$ cat src/rtl/fpls_pkg.sv
package fpls_pkg;

  localparam int SUBW = 4;

  typedef enum logic [1:0] {
    EXC_NONE     = 2'd0,
    EXC_ILLEGAL  = 2'd1,
    EXC_RESERVED = 2'd2,
    EXC_ALIGN    = 2'd3
  } exc_e;

  typedef struct packed {
    logic defined;
    logic store;
    logic update;
  } opkind_t;

  // Sub-opcode split: bit 2 is direction in both groups; update is bit 0
  // (indexed) or bit 3 (immediate); the remaining bits must be zero.
  function automatic opkind_t classify(input logic grp, input logic [SUBW-1:0] sub);
    opkind_t k;
    k.store = sub[2];
    if (!grp) begin
      k.defined = (sub[3] == 1'b0) && (sub[1] == 1'b0);
      k.update  = sub[0];
    end else begin
      k.defined = (sub[1:0] == 2'b00);
      k.update  = sub[3];
    end
    return k;
  endfunction

endpackage

$ cat src/rtl/fpls_decode.sv
module fpls_decode
  import fpls_pkg::*;
#(
  parameter int RIW = 4
) (
  input  logic            grp,
  input  logic [SUBW-1:0] sub,
  input  logic            cp_en,
  input  logic            fp_en,
  input  logic [RIW-1:0]  t_idx,
  input  logic [RIW-1:0]  r_idx,
  output logic            is_store,
  output logic            is_update,
  output exc_e            pre_exc,
  output logic [RIW-1:0]  data_idx
);

  opkind_t kind;

  always_comb begin
    kind      = classify(grp, sub);
    is_store  = kind.store;
    is_update = kind.update;
    data_idx  = grp ? t_idx : r_idx;
    if (!(cp_en && fp_en))  pre_exc = EXC_ILLEGAL;
    else if (!kind.defined) pre_exc = EXC_RESERVED;
    else                    pre_exc = EXC_NONE;
  end

endmodule

$ cat src/rtl/fpls_agu.sv
module fpls_agu #(
  parameter int XLEN  = 32,
  parameter int IMMW  = 8,
  parameter int SCALE = 2
) (
  input  logic            grp,
  input  logic [XLEN-1:0] base,
  input  logic [XLEN-1:0] index,
  input  logic [IMMW-1:0] imm,
  output logic [XLEN-1:0] ea,
  output logic            misaligned
);

  localparam int ALW = SCALE;

  function automatic logic [XLEN-1:0] scaled_off(input logic [IMMW-1:0] v);
    return XLEN'(v) << SCALE;
  endfunction

  function automatic logic [XLEN-1:0] eff_addr(input logic g,
                                               input logic [XLEN-1:0] b,
                                               input logic [XLEN-1:0] x,
                                               input logic [IMMW-1:0] i);
    return b + (g ? scaled_off(i) : x);
  endfunction

  always_comb begin
    ea         = eff_addr(grp, base, index, imm);
    misaligned = (ea[ALW-1:0] != '0);
  end

endmodule

$ cat src/rtl/fpls_seq.sv
module fpls_seq
  import fpls_pkg::*;
#(
  parameter int XLEN = 32,
  parameter int RIW  = 4
) (
  input  logic            clk,
  input  logic            rst_n,
  input  logic            op_valid,
  output logic            op_ready,
  input  exc_e            pre_exc,
  input  logic            misaligned,
  input  logic [XLEN-1:0] ea,
  input  logic            is_store,
  input  logic            is_update,
  input  logic [RIW-1:0]  data_idx,
  input  logic [RIW-1:0]  base_idx,
  input  logic [XLEN-1:0] st_data,
  output logic            mem_req,
  output logic            mem_we,
  output logic [XLEN-1:0] mem_addr,
  output logic [XLEN-1:0] mem_wdata,
  input  logic            mem_ack,
  input  logic [XLEN-1:0] mem_rdata,
  output logic            gr_we,
  output logic [RIW-1:0]  gr_widx,
  output logic [XLEN-1:0] gr_wdata,
  output logic            fr_we,
  output logic [RIW-1:0]  fr_widx,
  output logic [XLEN-1:0] fr_wdata,
  output logic            op_done,
  output logic            exc_valid,
  output logic [1:0]      exc_code
);

  typedef enum logic [1:0] {S_IDLE, S_MEM, S_DONE} state_e;

  state_e          state_q;
  exc_e            exc_q;
  logic            st_q, upd_q;
  logic [XLEN-1:0] addr_q, wdata_q, rdata_q;
  logic [RIW-1:0]  didx_q, bidx_q;

  // named events
  logic accept, mem_fire, clean;
  exc_e fault;

  assign accept   = op_valid && (state_q == S_IDLE);
  assign mem_fire = mem_req && mem_ack;
  assign fault    = (pre_exc != EXC_NONE) ? pre_exc :
                    (misaligned ? EXC_ALIGN : EXC_NONE);
  assign clean    = (exc_q == EXC_NONE);

  always_ff @(posedge clk) begin
    if (!rst_n) begin
      state_q <= S_IDLE;
      exc_q   <= EXC_NONE;
      st_q    <= 1'b0;
      upd_q   <= 1'b0;
      addr_q  <= '0;
      wdata_q <= '0;
      rdata_q <= '0;
      didx_q  <= '0;
      bidx_q  <= '0;
    end else begin
      unique case (state_q)
        S_IDLE: if (accept) begin
          exc_q   <= fault;
          st_q    <= is_store;
          upd_q   <= is_update;
          addr_q  <= ea;
          wdata_q <= st_data;
          didx_q  <= data_idx;
          bidx_q  <= base_idx;
          state_q <= (fault == EXC_NONE) ? S_MEM : S_DONE;
        end
        S_MEM: if (mem_ack) begin
          rdata_q <= mem_rdata;
          state_q <= S_DONE;
        end
        S_DONE: state_q <= S_IDLE;
        default: state_q <= S_IDLE;
      endcase
    end
  end

  assign op_ready  = (state_q == S_IDLE);
  assign mem_req   = (state_q == S_MEM);
  assign mem_we    = st_q;
  assign mem_addr  = addr_q;
  assign mem_wdata = wdata_q;
  assign op_done   = (state_q == S_DONE);
  assign exc_valid = op_done && !clean;
  assign exc_code  = op_done ? exc_q : EXC_NONE;
  assign fr_we     = op_done && clean && !st_q;
  assign fr_widx   = didx_q;
  assign fr_wdata  = rdata_q;
  assign gr_we     = op_done && clean && upd_q;
  assign gr_widx   = bidx_q;
  assign gr_wdata  = addr_q;

  p_ready_idle_r11: assert property (@(posedge clk) disable iff (!rst_n)
    op_ready |-> (!mem_req && !op_done));

  p_done_pulse_r11: assert property (@(posedge clk) disable iff (!rst_n)
    op_done |=> !op_done);

  p_done_after_ack_r11: assert property (@(posedge clk) disable iff (!rst_n)
    mem_fire |=> (op_done && !exc_valid));

  p_fault_no_req_r6: assert property (@(posedge clk) disable iff (!rst_n)
    (accept && fault != EXC_NONE) |=> (!mem_req && op_done && exc_valid));

  p_hold_req_r12: assert property (@(posedge clk) disable iff (!rst_n)
    (mem_req && !mem_ack) |=> (mem_req && $stable(mem_addr) &&
                               $stable(mem_we) && $stable(mem_wdata)));

  p_aligned_req_r5: assert property (@(posedge clk) disable iff (!rst_n)
    mem_req |-> (mem_addr[1:0] == 2'b00));

  p_update_clean_r10: assert property (@(posedge clk) disable iff (!rst_n)
    (gr_we || fr_we) |-> (op_done && !exc_valid));

endmodule

$ cat src/rtl/fpls_unit.sv
module fpls_unit
  import fpls_pkg::*;
#(
  parameter int XLEN  = 32,
  parameter int RIW   = 4,
  parameter int IMMW  = 8,
  parameter int SCALE = 2
) (
  input  logic            clk,
  input  logic            rst_n,
  input  logic            op_valid,
  output logic            op_ready,
  input  logic            op_grp,
  input  logic [3:0]      op_sub,
  input  logic [RIW-1:0]  op_s,
  input  logic [RIW-1:0]  op_t,
  input  logic [RIW-1:0]  op_r,
  input  logic [IMMW-1:0] op_imm8,
  input  logic            cfg_cp_en,
  input  logic            cfg_fp_en,
  output logic [RIW-1:0]  gr_rd_a_idx,
  input  logic [XLEN-1:0] gr_rd_a_data,
  output logic [RIW-1:0]  gr_rd_b_idx,
  input  logic [XLEN-1:0] gr_rd_b_data,
  output logic [RIW-1:0]  fr_rd_idx,
  input  logic [XLEN-1:0] fr_rd_data,
  output logic            gr_we,
  output logic [RIW-1:0]  gr_widx,
  output logic [XLEN-1:0] gr_wdata,
  output logic            fr_we,
  output logic [RIW-1:0]  fr_widx,
  output logic [XLEN-1:0] fr_wdata,
  output logic            mem_req,
  output logic            mem_we,
  output logic [XLEN-1:0] mem_addr,
  output logic [XLEN-1:0] mem_wdata,
  input  logic            mem_ack,
  input  logic [XLEN-1:0] mem_rdata,
  output logic            op_done,
  output logic            exc_valid,
  output logic [1:0]      exc_code
);

  logic            is_store, is_update, misaligned;
  exc_e            pre_exc;
  logic [RIW-1:0]  data_idx;
  logic [XLEN-1:0] ea;

  assign gr_rd_a_idx = op_s;
  assign gr_rd_b_idx = op_t;
  assign fr_rd_idx   = data_idx;

  fpls_decode #(.RIW(RIW)) u_dec (
    .grp       (op_grp),
    .sub       (op_sub),
    .cp_en     (cfg_cp_en),
    .fp_en     (cfg_fp_en),
    .t_idx     (op_t),
    .r_idx     (op_r),
    .is_store  (is_store),
    .is_update (is_update),
    .pre_exc   (pre_exc),
    .data_idx  (data_idx)
  );

  fpls_agu #(.XLEN(XLEN), .IMMW(IMMW), .SCALE(SCALE)) u_agu (
    .grp        (op_grp),
    .base       (gr_rd_a_data),
    .index      (gr_rd_b_data),
    .imm        (op_imm8),
    .ea         (ea),
    .misaligned (misaligned)
  );

  fpls_seq #(.XLEN(XLEN), .RIW(RIW)) u_seq (
    .clk        (clk),
    .rst_n      (rst_n),
    .op_valid   (op_valid),
    .op_ready   (op_ready),
    .pre_exc    (pre_exc),
    .misaligned (misaligned),
    .ea         (ea),
    .is_store   (is_store),
    .is_update  (is_update),
    .data_idx   (data_idx),
    .base_idx   (op_s),
    .st_data    (fr_rd_data),
    .mem_req    (mem_req),
    .mem_we     (mem_we),
    .mem_addr   (mem_addr),
    .mem_wdata  (mem_wdata),
    .mem_ack    (mem_ack),
    .mem_rdata  (mem_rdata),
    .gr_we      (gr_we),
    .gr_widx    (gr_widx),
    .gr_wdata   (gr_wdata),
    .fr_we      (fr_we),
    .fr_widx    (fr_widx),
    .fr_wdata   (fr_wdata),
    .op_done    (op_done),
    .exc_valid  (exc_valid),
    .exc_code   (exc_code)
  );

endmodule

$ cat config.mk
export PLATFORM = sky130hd
export DESIGN_NAME = fpls_unit
export DESIGN_NICKNAME = d
export VERILOG_FILES = /design/src/rtl/fpls_pkg.sv /design/src/rtl/fpls_decode.sv /design/src/rtl/fpls_agu.sv /design/src/rtl/fpls_seq.sv /design/src/rtl/fpls_unit.sv
export SDC_FILE = /design/constraint.sdc
export NUM_CORES = 1
export LEC_CHECK = 0
export BUFFER_PORTS_ARGS = -buffer_cell sky130_fd_sc_hd__buf_2
export CAP_MARGIN = 10
export CORE_UTILIZATION = 42
export CTS_CLUSTER_DIAMETER = 80
export CTS_CLUSTER_SIZE = 16
export DETAILED_ROUTE_END_ITERATION = 12
export PLACE_DENSITY_LB_ADDON = 0.15
export SETUP_SLACK_MARGIN = 0.3
export SLEW_MARGIN = 20
export SYNTH_ARGS = -nofsm -noshare
export SYNTH_HDL_FRONTEND = slang
export SYNTH_SLANG_ARGS = --single-unit
$ cat constraint.sdc
create_clock -name clk -period 3.6 [get_ports clk]
set_input_delay 0.54 -clock clk [delete_from_list [all_inputs] [get_ports clk]]
set_output_delay 0.54 -clock clk [all_outputs]
set_load 0.005 [all_outputs]
==> results.txt, run 1 <==
Input and output buffers added on the ports amount to between 300 and 400. The multi-input combinational cells in the finished layout cover a total of around 3600 um^2. The remaining design rule violation count came out at 0.

The tightest slew margin relative to the limit came out at between 50 and 60%. The worst endpoint data arrival time is 3290 ps. The cell at the root of the clock tree is sky130_fd_sc_hd__clkbuf_16.

In this run the number of H-tree levels came out at 3. Yosys attributes the largest share of cell area to sky130_fd_sc_hd__dfxtp_1, sky130_fd_sc_hd__nand2_1, sky130_fd_sc_hd__a21boi_0. The setup slack at placement came out at between 200 and 250 ps. The slew of the pin with the lowest slew margin is about 640 ps. The run finished with clean final reports. For this design the ratio of total power to cell area is 392 nW/um^2. The number of sinks driven by the clock tree came out at between 100 and 150. STA puts the critical path data required time at around 3900 ps. The I/O pin total came out at about 320. The total number of vias is 6001. The number of hold violations in the final report is 0. The max-cap check violation count is 0.

Setup violations remaining at the end of the flow were counted as 0. The path type of the worst min-delay path is in2reg. Entering global routing, the biggest net connects 76 pins. The placed instances occupy a cell area of between 7000 and 8000 um^2.

A synthesized cell averages roughly 8 um^2. The area share of the leading cell type in the synthesized netlist is between 30% and 40%. Clock-pin slew was measured on the worst setup and hold paths at about 70 ps. The synthesized netlist occupies a cell area of between 6000 and 7000 um^2. The final critical-path share of the clock period is a little over four fifths. Setup repair after global routing left no endpoint under its margin. TritonCTS built the clock tree. The least setup slack across all paths after layout is between 500 and 600 ps. Setup total negative slack on the finished layout was measured at 0 ps. The post-synthesis net count is just under 1000. The final core utilization is 54.8%.

TritonCTS created 9 clock buffers. sky130_fd_sc_hd__nand2_1 is the most common cell in the netlist. The area taken by flip-flops and latches is 2200 um^2.

The worst setup path is captured at a flop. The via count of the first global-routing pass came out at approximately 5600. The post-cts resize count is 0. The floorplan step set the die height to 124 um.

During synthesis, Yosys emitted a total of 0 warnings. The HPWL after detailed placement is between 10 and 15 mm. After detailed routing, the number of vias per cell comes to 4.92. The final clock skew is 7.30 ps. The post-cts hold buffer count is 0. The number of pins exceeding their max-slew limit in the final report came out at 0. At the end of routability-driven placement, the weighted congestion stood at 0.887. In this run the remaining antenna-violating nets after routing total 0.

The layout-stage area growth over the synthesis result is 27.4%. The worst setup path is launched from an input pin. The routed wire length came out at 17.7 mm.

The initial utilization of the core area, before any placement, comes to 43.0%. Sequential elements use around a third of the synthesized area. The area of the core is between 10000 and 15000 um^2.

The post-synthesis register bit count is between 100 and 150. Sorting the synthesized cells by how often they occur yields sky130_fd_sc_hd__nand2_1, sky130_fd_sc_hd__dfxtp_1, sky130_fd_sc_hd__a21boi_0. The area of the die is between 15000 and 20000 um^2. Of the cells placed in the final design, the portion with a size suffix greater than 1 is about a third. The primary flip-flop cell chosen by synthesis mapping is sky130_fd_sc_hd__dfxtp_1. The number of standard-cell rows in the floorplan is between 40 and 50.

The count of flip-flops with a built-in enable after synthesis came out at 0. The number of optimization iterations in the first detailed-route pass is 5. The largest total area in the synthesized netlist belongs to sky130_fd_sc_hd__dfxtp_1.

The final layout contains 1220 nets. The first-pass GRT wire length is 27.0 mm. The number of antenna violations at the first check in global routing is 0. Counting the fill cells in the layout gives roughly 1500. Along the worst path, the maximum fanout reaches 13. The die outline width came out at 124 um. The total track usage is 22.7%. The post-route standard cell area excluding fillers is ~8000 um^2. The number of standard cells after synthesis came out at between 700 and 800. For flop-to-flop paths, the worst setup slack is ~1600 ps.

The distinct cell type count of the synthesized netlist is 54. The smallest clock period supported by the final layout is computed as around 3000 ps. The routed length per placed instance is roughly 15 um. The category of the critical setup timing path is in2reg.

The total congestion overflow is 0. The fraction of registers with async set or reset after synthesis came out at 0%. Clock latency on the worst-skew pair, taken at its later pin, is roughly 350 ps.

The cell leakage power is between 0.003 and 0.004 uW. The number of DRC markers after the initial detailed-route iteration came out at 291. The deepest clock path buffer count is 2. VDD sags by at most ~0.19 mV. The highest achievable clock rate is approximately 0.33 GHz. After clock tree synthesis, the setup repair step added 0 buffers.
## per-layer routing
layer  vias up  global-route usage (%)  share of wire, %
met5         -                       0                 0
met1      2691                    27.6                43
li1       3092                       -                 -
met4         0                    7.74               1.5
met3        20                    5.77               7.4
met2       198                    38.8                48
## layout make-up
| type | count | area share, % |
|---|---|---|
| diodes | 1 | 0.0314 |
| clock inverters | 5 | 0.770 |
| well taps | 184 | 2.89 |
| multi-input cells | 582 | 44.8 |
| inverters | 6 | 0.283 |
| clock buffers | 11 | 3.17 |
| flip-flops and latches | 110 | 27.7 |
| repair buffers | 320 | 20.4 |
## metrics by stage
step | std cells | total power (uW) | hold WS, ps
2_1_floorplan | 783 | 1840 | 455
3_3_place_gp | 1202 | 2090 | 447
3_5_place_dp | 1202 | 2090 | 453
4_1_cts | 1218 | 3150 | 419
5_1_grt | 1218 | 3290 | 421
6_report | 1219 | 3120 | 431
## where the power goes
part           internal (uW)  switching, uW
clock                    585            475
combinational            342            385
sequential              1290           44.3
total                   2220            905
## registers in the layout, indices dropped and copies added (netlist names)
name / flops
u_seq.exc_q: 2
u_seq.fr_wdata: 32
u_seq.fr_widx: 4
u_seq.gr_wdata: 32
u_seq.gr_widx: 4
u_seq.mem_wdata: 32
u_seq.mem_we: 1
u_seq.state_q: 2
u_seq.upd_q: 1
## placed cells by master, fill, tap and decap left out, drive strengths merged, types with 2 or more instances in the layout
master | netlist | layout
o21bai | 5 | 5
inv | 6 | 9
o21ai | 52 | 52
nor2 | 18 | 18
nor4 | 2 | 2
and2 | 14 | 14
a21o | 14 | 14
nand2 | 204 | 204
or3 | 2 | 2
a21oi | 30 | 30
o211a | 3 | 3
a21boi | 78 | 78
or2 | 2 | 2
o31ai | 3 | 3
nand2b | 5 | 5
mux2 | 12 | 12
o21a | 4 | 4
a31oi | 7 | 7
buf | 42 | 320
nor3 | 4 | 4
and3 | 3 | 3
xnor2 | 16 | 16
nand4 | 6 | 6
ha | 31 | 31
a211oi | 3 | 3
nor2b | 30 | 30
nand3 | 10 | 10
xor2 | 13 | 13
dfxtp | 110 | 110
clkbuf | 43 | 11
## worst max-delay path, stage by stage
cell	delay (ps)
sky130_fd_sc_hd__buf_2	300
sky130_fd_sc_hd__mux2_2	380
sky130_fd_sc_hd__ha_1	370
sky130_fd_sc_hd__and3_1	180
sky130_fd_sc_hd__a221o_1	400
sky130_fd_sc_hd__a31oi_1	140
sky130_fd_sc_hd__o21ai_1	170
sky130_fd_sc_hd__o21ai_0	350
sky130_fd_sc_hd__o21ai_0	160
sky130_fd_sc_hd__xnor2_1	140
sky130_fd_sc_hd__o21ai_0	150
## kinds of logic after synthesis
| group | count (synthesis) | synth area share, % |
|---|---|---|
| flip-flops | 110 | 35.2 |
| multiplexers | 13 | 2.32 |
| adder cells (fa/ha/maj) | 32 | 6.52 |
| AND/OR/NAND/NOR | 303 | 21.6 |
| XOR/XNOR | 29 | 4.06 |
| AO/OA/AOI/OAI | 205 | 22.4 |
| buffers and inverters | 91 | 7.88 |
## final timing paths
check	startpoint	to	cells past startpoint
setup / recovery	op_grp	u_seq.gr_wdata[30]	11
hold / removal	mem_rdata[23]	u_seq.fr_wdata[23]	3
setup reg to reg	u_seq.state_q[1]	u_seq.gr_wdata[7]	5
hold reg to reg	u_seq.gr_wdata[27]	u_seq.gr_wdata[27]	2
Power figures use the tool's default switching activity.
==> inputs of run 2 (changes only) <==
CORE_AREA = 2 2 121 123   (was unset)
CORE_UTILIZATION = unset   (was 42)
DIE_AREA = 0 0 123 125   (was unset)
clock period = 3 ns   (was 3.6 ns; I/O delays follow)
==> run 2 against run 1 <==
Against the previous run:
- via count up 2.3%
- clock power rose by 11%
- clock-buffer cell count fell by 2
- register-to-register slack lost 500 ps
- hold slack lost 94 ps
- worst setup slack got worse by 180 ps
- first-iteration DRC count decreased by 0.69%
==> results.txt, run 2 (synthesized netlist as in run 1, its figures left out) <==
The flow ran to the end, and the final reports show no timing, DRC or antenna violations. Leaving out fill and tap cells, the most frequent cells in the layout are sky130_fd_sc_hd__buf_2, sky130_fd_sc_hd__nand2_1, sky130_fd_sc_hd__dfxtp_1. The maximum number of pins on one net before global-route repair came out at 50 (-34%). The number of DRC markers after the initial detailed-route iteration is 289 (-0.69%).

The count of input and output buffers came out at 315 (unchanged). The required time at the endpoint of the critical path came out at 3230 ps (-640 ps). The total congestion overflow is 0 (unchanged). The root buffer cell chosen for the clock tree is sky130_fd_sc_hd__clkbuf_16. The layout-stage area growth over the synthesis result came out at 32.6%.

The initial cell density of the core came to 44.0% (+1.0 points). The number of CTS-inserted buffers was 9 (unchanged). The clock latency reported for the late side of the worst-skew pair is 350 ps (about the same). The final clock skew was 6.22 ps (-1.08 ps). The number of sinks driven by the clock tree is 110 (unchanged). The highest ir drop seen on vdd came out at 0.226 mV (+20%).

The number of optimization iterations in the first detailed-route pass is 5 (unchanged). The least setup slack across all paths after layout came out at 393 ps (-178 ps). The number of H-tree branching levels is 3 (unchanged).

The final antenna-violating net count came out at 0 (unchanged). Leaving out fill and tap cells, the most frequent cell in the layout is sky130_fd_sc_hd__buf_2. The launch point of the worst reg-to-reg path is u_seq.state_q[1]. The total track usage came to 23.8% (+1.1 points).

The worst setup path endpoint is u_seq.gr_wdata[29]. The share of cells above drive strength 1 was 38.2% (+3.0 points). The worst endpoint data arrival time came out at 2830 ps (-460 ps). In this run the most critical hold path is launched from op_sub[2]. The reg-to-reg setup timing slack is 1140 ps (-500 ps).

The number of fillers in the final layout came out at 1344 (-9.3%). The tightest min-delay check is of the in2reg type. The half-perimeter wire length of the detailed placement result came to 14.3 mm (+4.1%).

For the finished layout, the period the worst path requires is 2610 ps. The type of destination of the critical path is a flop. The number of failing setup endpoints in the final timing report is 0 (unchanged). The placer congestion estimate is 0.875 (-1.4%).

The power density relative to cell area is 451 nW/um^2 (+15%). The cell leakage power was 0.00402 uW (+3.3%). The number of standard-cell rows in the floorplan is 44 (unchanged). The number of pins exceeding their max-slew limit in the final report came out at 0 (unchanged).

The area taken by flip-flops and latches is 2200 um^2 (unchanged). The area of combinational cells with multiple inputs is 3720 um^2 (+4.5%). The remaining design rule violation count is 0 (unchanged). The final core utilization came out at 58.4% (+3.6 points). The deepest clock path buffer count came out at 2 (unchanged). Setup repair after global routing could not meet its margin everywhere. The nature of the critical path startpoint is an input pin. The highest fanout seen on the critical path is 8 (-5). The average via count per standard cell came out at 4.93 (+0.12%).

The routed length per placed instance is 15.0 um (+3.2%). The slew of the pin with the lowest slew margin is 619 ps (-20.4 ps). The die height was 125 um (+0.79%). The first-pass GRT wire length is 28.9 mm (+7.2%). The clock slew seen by the registers of the worst setup and hold paths was 80 ps (about the same). The highest achievable clock rate came out at about 0.38 GHz.

The routed wire length came out at 18.7 mm (+5.5%). The area of the die is 15400 um^2 (about the same). The area of the core came out at 14200 um^2 (-2.3%).

The category of the critical setup timing path is in2reg. The total number of vias came out at 6141 (+2.3%). The endpoint identified for the worst register-to-register timing path is u_seq.gr_wdata[23]. The post-cts hold buffer count is 0 (unchanged).

The number of antenna violations at the first check in global routing is 1 (+1). The via count of the first global-routing pass came out at 5801 (+4.4%). The number of hold violations in the final report came out at 0 (unchanged). The final critical-path share of the clock period came out at between 80 and 90%.

The max-cap check violation count came out at 0 (unchanged). The die outline width is 123 um (-0.82%). The I/O pin total is 316 (unchanged). The tightest slew margin relative to the limit came to 58.6% (+1.4 points). TritonCTS built the clock tree. The worst reg2reg path depth is 5 (unchanged). In this run the worst setup path begins at op_grp. The setup slack at placement is -77.0 ps (-281 ps). The final-stage net count is 1248 (+2.3%).
run 2: changes by cell type in the layout (fill, tap and decap cells not counted), sizes merged:
cell    change
clkbuf      -2
bufinv      -1
buf        +28
clkinv      +2
run 2: what timing repair did:
action | in CTS | in global routing
resized for setup | 0 | 18
pin swaps | 0 | 11
setup buffers | 0 | 2
setup endpoints to repair | 1 | 14
run 2: worst min-delay path by stage:
| stage | end | depth (start not counted) |
|---|---|---|
| global placement | u_seq.fr_wdata[26] | 2 |
| global route | u_seq.mem_wdata[13] | 3 |
| detailed placement | u_seq.gr_wdata[24] | 2 |
| floorplan | u_seq.gr_wdata[27] | 2 |
| finish | u_seq.mem_we | 3 |
| CTS | u_seq.mem_wdata[1] | 3 |
run 2: layout make-up:
type / instances / share of cell area, %
multi-input cells: 582 / 44.9
diodes: 1 / 0.0302
repair buffers: 348 / 22.1
clock inverters: 6 / 0.649
clock buffers: 9 / 2.72
flip-flops and latches: 110 / 26.6
well taps: 184 / 2.78
inverters: 6 / 0.272
run 2: per-stage QoR:
step	cells	hold WS, ps	area [um^2]	power, uW	TNS, ps
after global routing	1246	333	8290	3950	0
after detailed placement	1228	450	7890	2560	-397
after floorplan	783	455	6360	2230	0
after CTS	1243	328	8170	3740	0
final	1246	337	8290	3740	0
after global placement	1228	447	7890	2560	-95.3
run 2: metal layers:
layer / up-vias / global-route usage [%] / wire [um] / share of wire [%]
li1: 3144 / - / - / -
met3: 31 / 6.39 / 1380 / 7.4
met5: - / 0 / 0 / 0
met1: 2746 / 28.4 / 7710 / 41
met4: 0 / 9.36 / 499 / 2.7
met2: 220 / 40.3 / 9130 / 49
run 2: power breakdown:
part | leakage (uW) | switching [uW] | internal, uW
Combinational | 0.00298 | 489 | 470
Sequential | 0.000899 | 55.5 | 1550
Clock | 0.000140 | 598 | 577
run 2: critical path, cell delays in order:
cell	delay, ps
sky130_fd_sc_hd__buf_4	130
sky130_fd_sc_hd__buf_6	140
sky130_fd_sc_hd__mux2_4	310
sky130_fd_sc_hd__ha_4	240
sky130_fd_sc_hd__a21o_1	170
sky130_fd_sc_hd__and4_4	200
sky130_fd_sc_hd__or3_4	400
sky130_fd_sc_hd__a31oi_4	250
sky130_fd_sc_hd__o31ai_4	90
sky130_fd_sc_hd__a31oi_1	210
sky130_fd_sc_hd__xor2_1	160
sky130_fd_sc_hd__o21ai_1	60
==> inputs of run 3 (changes only) <==
CORE_AREA = unset   (was 2 2 121 123)
CORE_UTILIZATION = 45   (was unset)
DIE_AREA = unset   (was 0 0 123 125)
SKIP_LAST_GASP = 1   (was unset)
SYNTH_HIERARCHICAL = 1   (was unset)
==> run 3 against run 2 <==
Against the previous run:
- worst setup slack gained 11 ps
- sequential share of layout area shrank 0.91 points
- largest power group unchanged
- register-to-register slack gained 90 ps
- synthesized cell count grew 4.9%
- area after synthesis grew 4.2%
- via count grew 6.2%
- hold slack lost 32 ps
- clock power grew 5%
- critical path type unchanged
- global-route usage shrank 0.33 points
==> results.txt, run 3 <==
The slew of the pin with the lowest slew margin came out at 975 ps (+355 ps). The number of sinks driven by the clock tree came out at 110 (unchanged). The maximum number of pins on one net before global-route repair came out at 86 (+72%). The worst hold path depth came out at 3 (unchanged). The post-synthesis net count is 1012 (+3.9%). The commonest cells after synthesis are sky130_fd_sc_hd__nand2_1, sky130_fd_sc_hd__o21ai_0, sky130_fd_sc_hd__nand3_1.

The clock latency reported for the late side of the worst-skew pair came out at 350 ps (about the same). The startpoint identified for the worst hold timing path is fr_rd_data[14]. The count of buffering cells on the critical path with inverters included came to 1 (-1). The netlist area before placement was 6520 um^2 (+4.2%). The cell type group with the largest total delay on the critical path is compound AO/OA/AOI/OAI gates. The total number of yosys warnings came out at 6 (+6). Counting stages on the worst path, the most repeated cell is sky130_fd_sc_hd__o31ai_4.

The area of the die is 15000 um^2 (-2.6%). The total number of vias came out at 6520 (+6.2%). The post-cts hold buffer count is 0 (unchanged). The fraction of registers with async set or reset after synthesis came out at 0% (unchanged). The count of input and output buffers came out at 315 (unchanged).

The number of standard-cell rows in the floorplan came out at 43 (-2.3%). The total congestion overflow came to 0 (unchanged). The worst reg2reg path depth is 2 (-3). In the layout the commonest cells are sky130_fd_sc_hd__buf_2, sky130_fd_sc_hd__nand2_1, sky130_fd_sc_hd__o21ai_0, sky130_fd_sc_hd__nand3_1, sky130_fd_sc_hd__dfxtp_1.

The cell at the root of the clock tree is sky130_fd_sc_hd__clkbuf_16. The share of cells above drive strength 1 came out at 39.3% (+1.2 points). The number of optimization iterations in the first detailed-route pass came out at 6 (+1). The number of fillers in the final layout is 1299 (-3.3%).

The initial cell density of the core came out at 46.6% (+2.6 points). The worst register-to-register path begins at u_seq/state_q[0]. The routed length per placed instance is 14.2 um (-5.3%). The number of standard cells in the final layout excluding fillers came out at 1286 (+3.2%). The number of standard cells after synthesis came to 821 (+4.9%).

The count of flip-flops with a built-in enable after synthesis came out at 0 (unchanged). The max-cap check violation count came out at 0 (unchanged). The reg-to-reg setup timing slack came out at 1230 ps (+90 ps). The number of failing setup endpoints in the final timing report is 0 (unchanged). The number of diodes added for antenna fixing is 0 (-1). The placer congestion estimate is 0.917 (+4.9%). The highest achievable clock rate was 0.385 GHz (+0.43%). The tightest slew margin relative to the limit is 35.0% (-24 points). The highest ir drop seen on vdd is 0.265 mV (+17%). After detailed routing, no signal wire sits above met4. The worst register-to-register path ends at u_seq/fr_wdata[14]. The area of the core was 14000 um^2 (-1.5%). The path type of the worst min-delay path is in2reg.

The worst setup path is launched from an input pin. The clock slew seen by the registers of the worst setup and hold paths came out at 80 ps (about the same). The most area-hungry cell type in the Yosys netlist is sky130_fd_sc_hd__dfxtp_1.

The average instance area after synthesis came to 7.94 um^2 (-0.58%). The die height came out at 122 um (-2.1%). The required time at the endpoint of the critical path came out at 3220 ps (about the same). The total track usage is 23.5% (-0.33 points). For this run, the leading register cell type out of synthesis is sky130_fd_sc_hd__dfxtp_1. The detailed-routed wire length on met2 is 8.65 mm (-5.3%). The setup TNS was 0 ps (unchanged).

The flow ran to the end, and the final reports show no timing, DRC or antenna violations. The highest fanout seen on the critical path is 3 (-5). The peak per-stage delay on the critical path came out at 340 ps (-60 ps). The number of antenna violations at the first check in global routing came out at 0 (-1). The final clock skew is 6.50 ps (+0.280 ps). The cell leakage power came out at 0.00416 uW (+3.4%).

The first-pass GRT wire length is 27.6 mm (-4.5%). The minimum clock period is 2600 ps (-11.1 ps). The number of H-tree branching levels is 3 (unchanged). The distinct cell type count of the synthesized netlist came out at 63 (+17%).

The detailed-routing wirelength on met1 was 7.87 mm (+2.1%). The leading cell type in the layout, fill and taps excluded is sky130_fd_sc_hd__buf_2. The via count of the first global-routing pass came out at 5606 (-3.4%). The final critical-path share of the clock period was 86.5% (-0.37 points). The area share of the leading cell type in the synthesized netlist came out at 33.8% (-1.4 points). The worst hold path terminates at u_seq/mem_wdata[14]. The worst setup path is captured at a flop. The remaining design rule violation count is 0 (unchanged). The post-synthesis register bit count is 110 (unchanged).

Among all cell types in the netlist, the one instantiated most often is sky130_fd_sc_hd__nand2_1. The number of hold violations in the final report came out at 0 (unchanged). The worst endpoint data arrival time is 2810 ps (-20 ps). The power density relative to cell area came to 455 nW/um^2 (+1.1%). The deepest clock path buffer count is 2 (unchanged). The layout-stage area growth over the synthesis result came out at 31.7%. The final antenna-violating net count was 0 (unchanged).

The number of pins exceeding their max-slew limit in the final report came out at 0 (unchanged). The number of placed cells counting well taps came out at 1267 (+3.2%). The I/O pin total came to 316 (unchanged).

The final-stage net count came to 1292 (+3.5%). The routed wire length on met3 came to 1.32 mm (-4.6%). The final core utilization came out at 61.4% (+3.0 points). The average via count per standard cell is 5.07 (+2.9%).

The proportion of synthesized chip area in sequential cells is 33.8% (-1.4 points). The number of CTS-inserted buffers is 9 (unchanged). By area the synthesized netlist is led by sky130_fd_sc_hd__dfxtp_1, sky130_fd_sc_hd__o21ai_0, sky130_fd_sc_hd__nand3_1. The signal on the critical path passes through buf_2, nor2b_1, ha_2, fa_2, a21o_1, a211o_1, a211oi_4, o31ai_4, a31oi_4, o31ai_4, xor2_1, nand3_1, o21ai_1. The die outline width is 122 um (-0.52%). The slowest stage of the critical path belongs to the cell sky130_fd_sc_hd__fa_2.

Setup repair after global routing could not meet its margin everywhere. The number of DRC markers after the initial detailed-route iteration was 454 (+57%). The half-perimeter wire length of the detailed placement result is 14.1 mm (-1.5%).

The routed wire length was 18.3 mm (-2.2%). The category of the critical setup timing path is in2reg. TritonCTS built the clock tree.
-- run 3: changes by cell type after synthesis, moves of 6 or more --
cell	delta
sky130_fd_sc_hd__and2_1	-11
sky130_fd_sc_hd__clkbuf_1	-6
sky130_fd_sc_hd__buf_6	+8
sky130_fd_sc_hd__o21ai_0	+77
sky130_fd_sc_hd__nand3_1	+106
sky130_fd_sc_hd__nand2_1	-81
sky130_fd_sc_hd__buf_2	+9
sky130_fd_sc_hd__a21boi_0	-76
sky130_fd_sc_hd__o21ai_1	-7
-- run 3: kinds of logic (layout without fill, tap and decap cells) --
family                   Yosys count  after routing  share of synthesized area, %
AO/OA/AOI/OAI                    216            216                          20.9
XOR/XNOR                          31             31                          4.17
adder cells (fa/ha/maj)           32             32                          6.26
buffers and inverters            113            398                          10.1
flip-flops                       110            110                          33.8
multiplexers                      14             14                          2.69
AND/OR/NAND/NOR                  305            305                          22.2
-- run 3: layer usage --
layer / GRT usage, % / up-vias
li1: - / 3371
met1: 30.0 / 2876
met2: 38.3 / 242
met3: 4.79 / 31
met4: 9.83 / 0
met5: 0 / -
-- run 3: how the worst max path moves through the flow --
stage	start	endpoint	cells after the start
floorplan	op_grp	u_seq/gr_wdata[28]	13
global placement	op_grp	u_seq/gr_wdata[29]	13
detailed placement	op_grp	u_seq/gr_wdata[31]	15
CTS	op_grp	u_seq/gr_wdata[31]	15
global route	op_grp	u_seq/gr_wdata[31]	15
finish	gr_rd_b_data[0]	u_seq/gr_wdata[30]	13
-- run 3: timing repair --
| item | CTS | global route |
|---|---|---|
| buffers inserted | 0 | 3 |
| gates cloned | 0 | 0 |
| endpoints found under the setup margin | 1 | 15 |
| gates resized for setup | 1 | 16 |
| pin swaps | 0 | 12 |
-- run 3: per-stage QoR --
stage	instance area, um^2	hold slack [ps]	setup WS, ps	power (uW)
2_1_floorplan	6580	431	273	2300
3_3_place_gp	8170	441	-26.1	2670
3_5_place_dp	8170	447	-74.0	2670
4_1_cts	8480	295	342	3920
5_1_grt	8580	298	289	4130
6_report	8580	305	404	3910
-- run 3: power by group --
| part | internal [uW] | switching (uW) |
|---|---|---|
| clock network | 679 | 561 |
| logic | 511 | 539 |
| registers | 1550 | 65.4 |
-- run 3: tightest hold or removal path, stage by stage --
cell and delay (ps):
sky130_fd_sc_hd__buf_2 70, sky130_fd_sc_hd__nand3_1 50, sky130_fd_sc_hd__o21ai_0 60
-- run 3: area by class of cell --
type                            instances  area, um^2  share of cell area [%]
Clock buffer                           11         243                    2.83
Clock inverter                          5        63.8                   0.743
Inverter                               12        45.0                   0.525
Multi-Input combinational cell        598        3790                    44.1
Sequential cell                       110        2200                    25.7
Tap cell                              180         225                    2.62
Timing Repair Buffer                  370        2020                    23.5
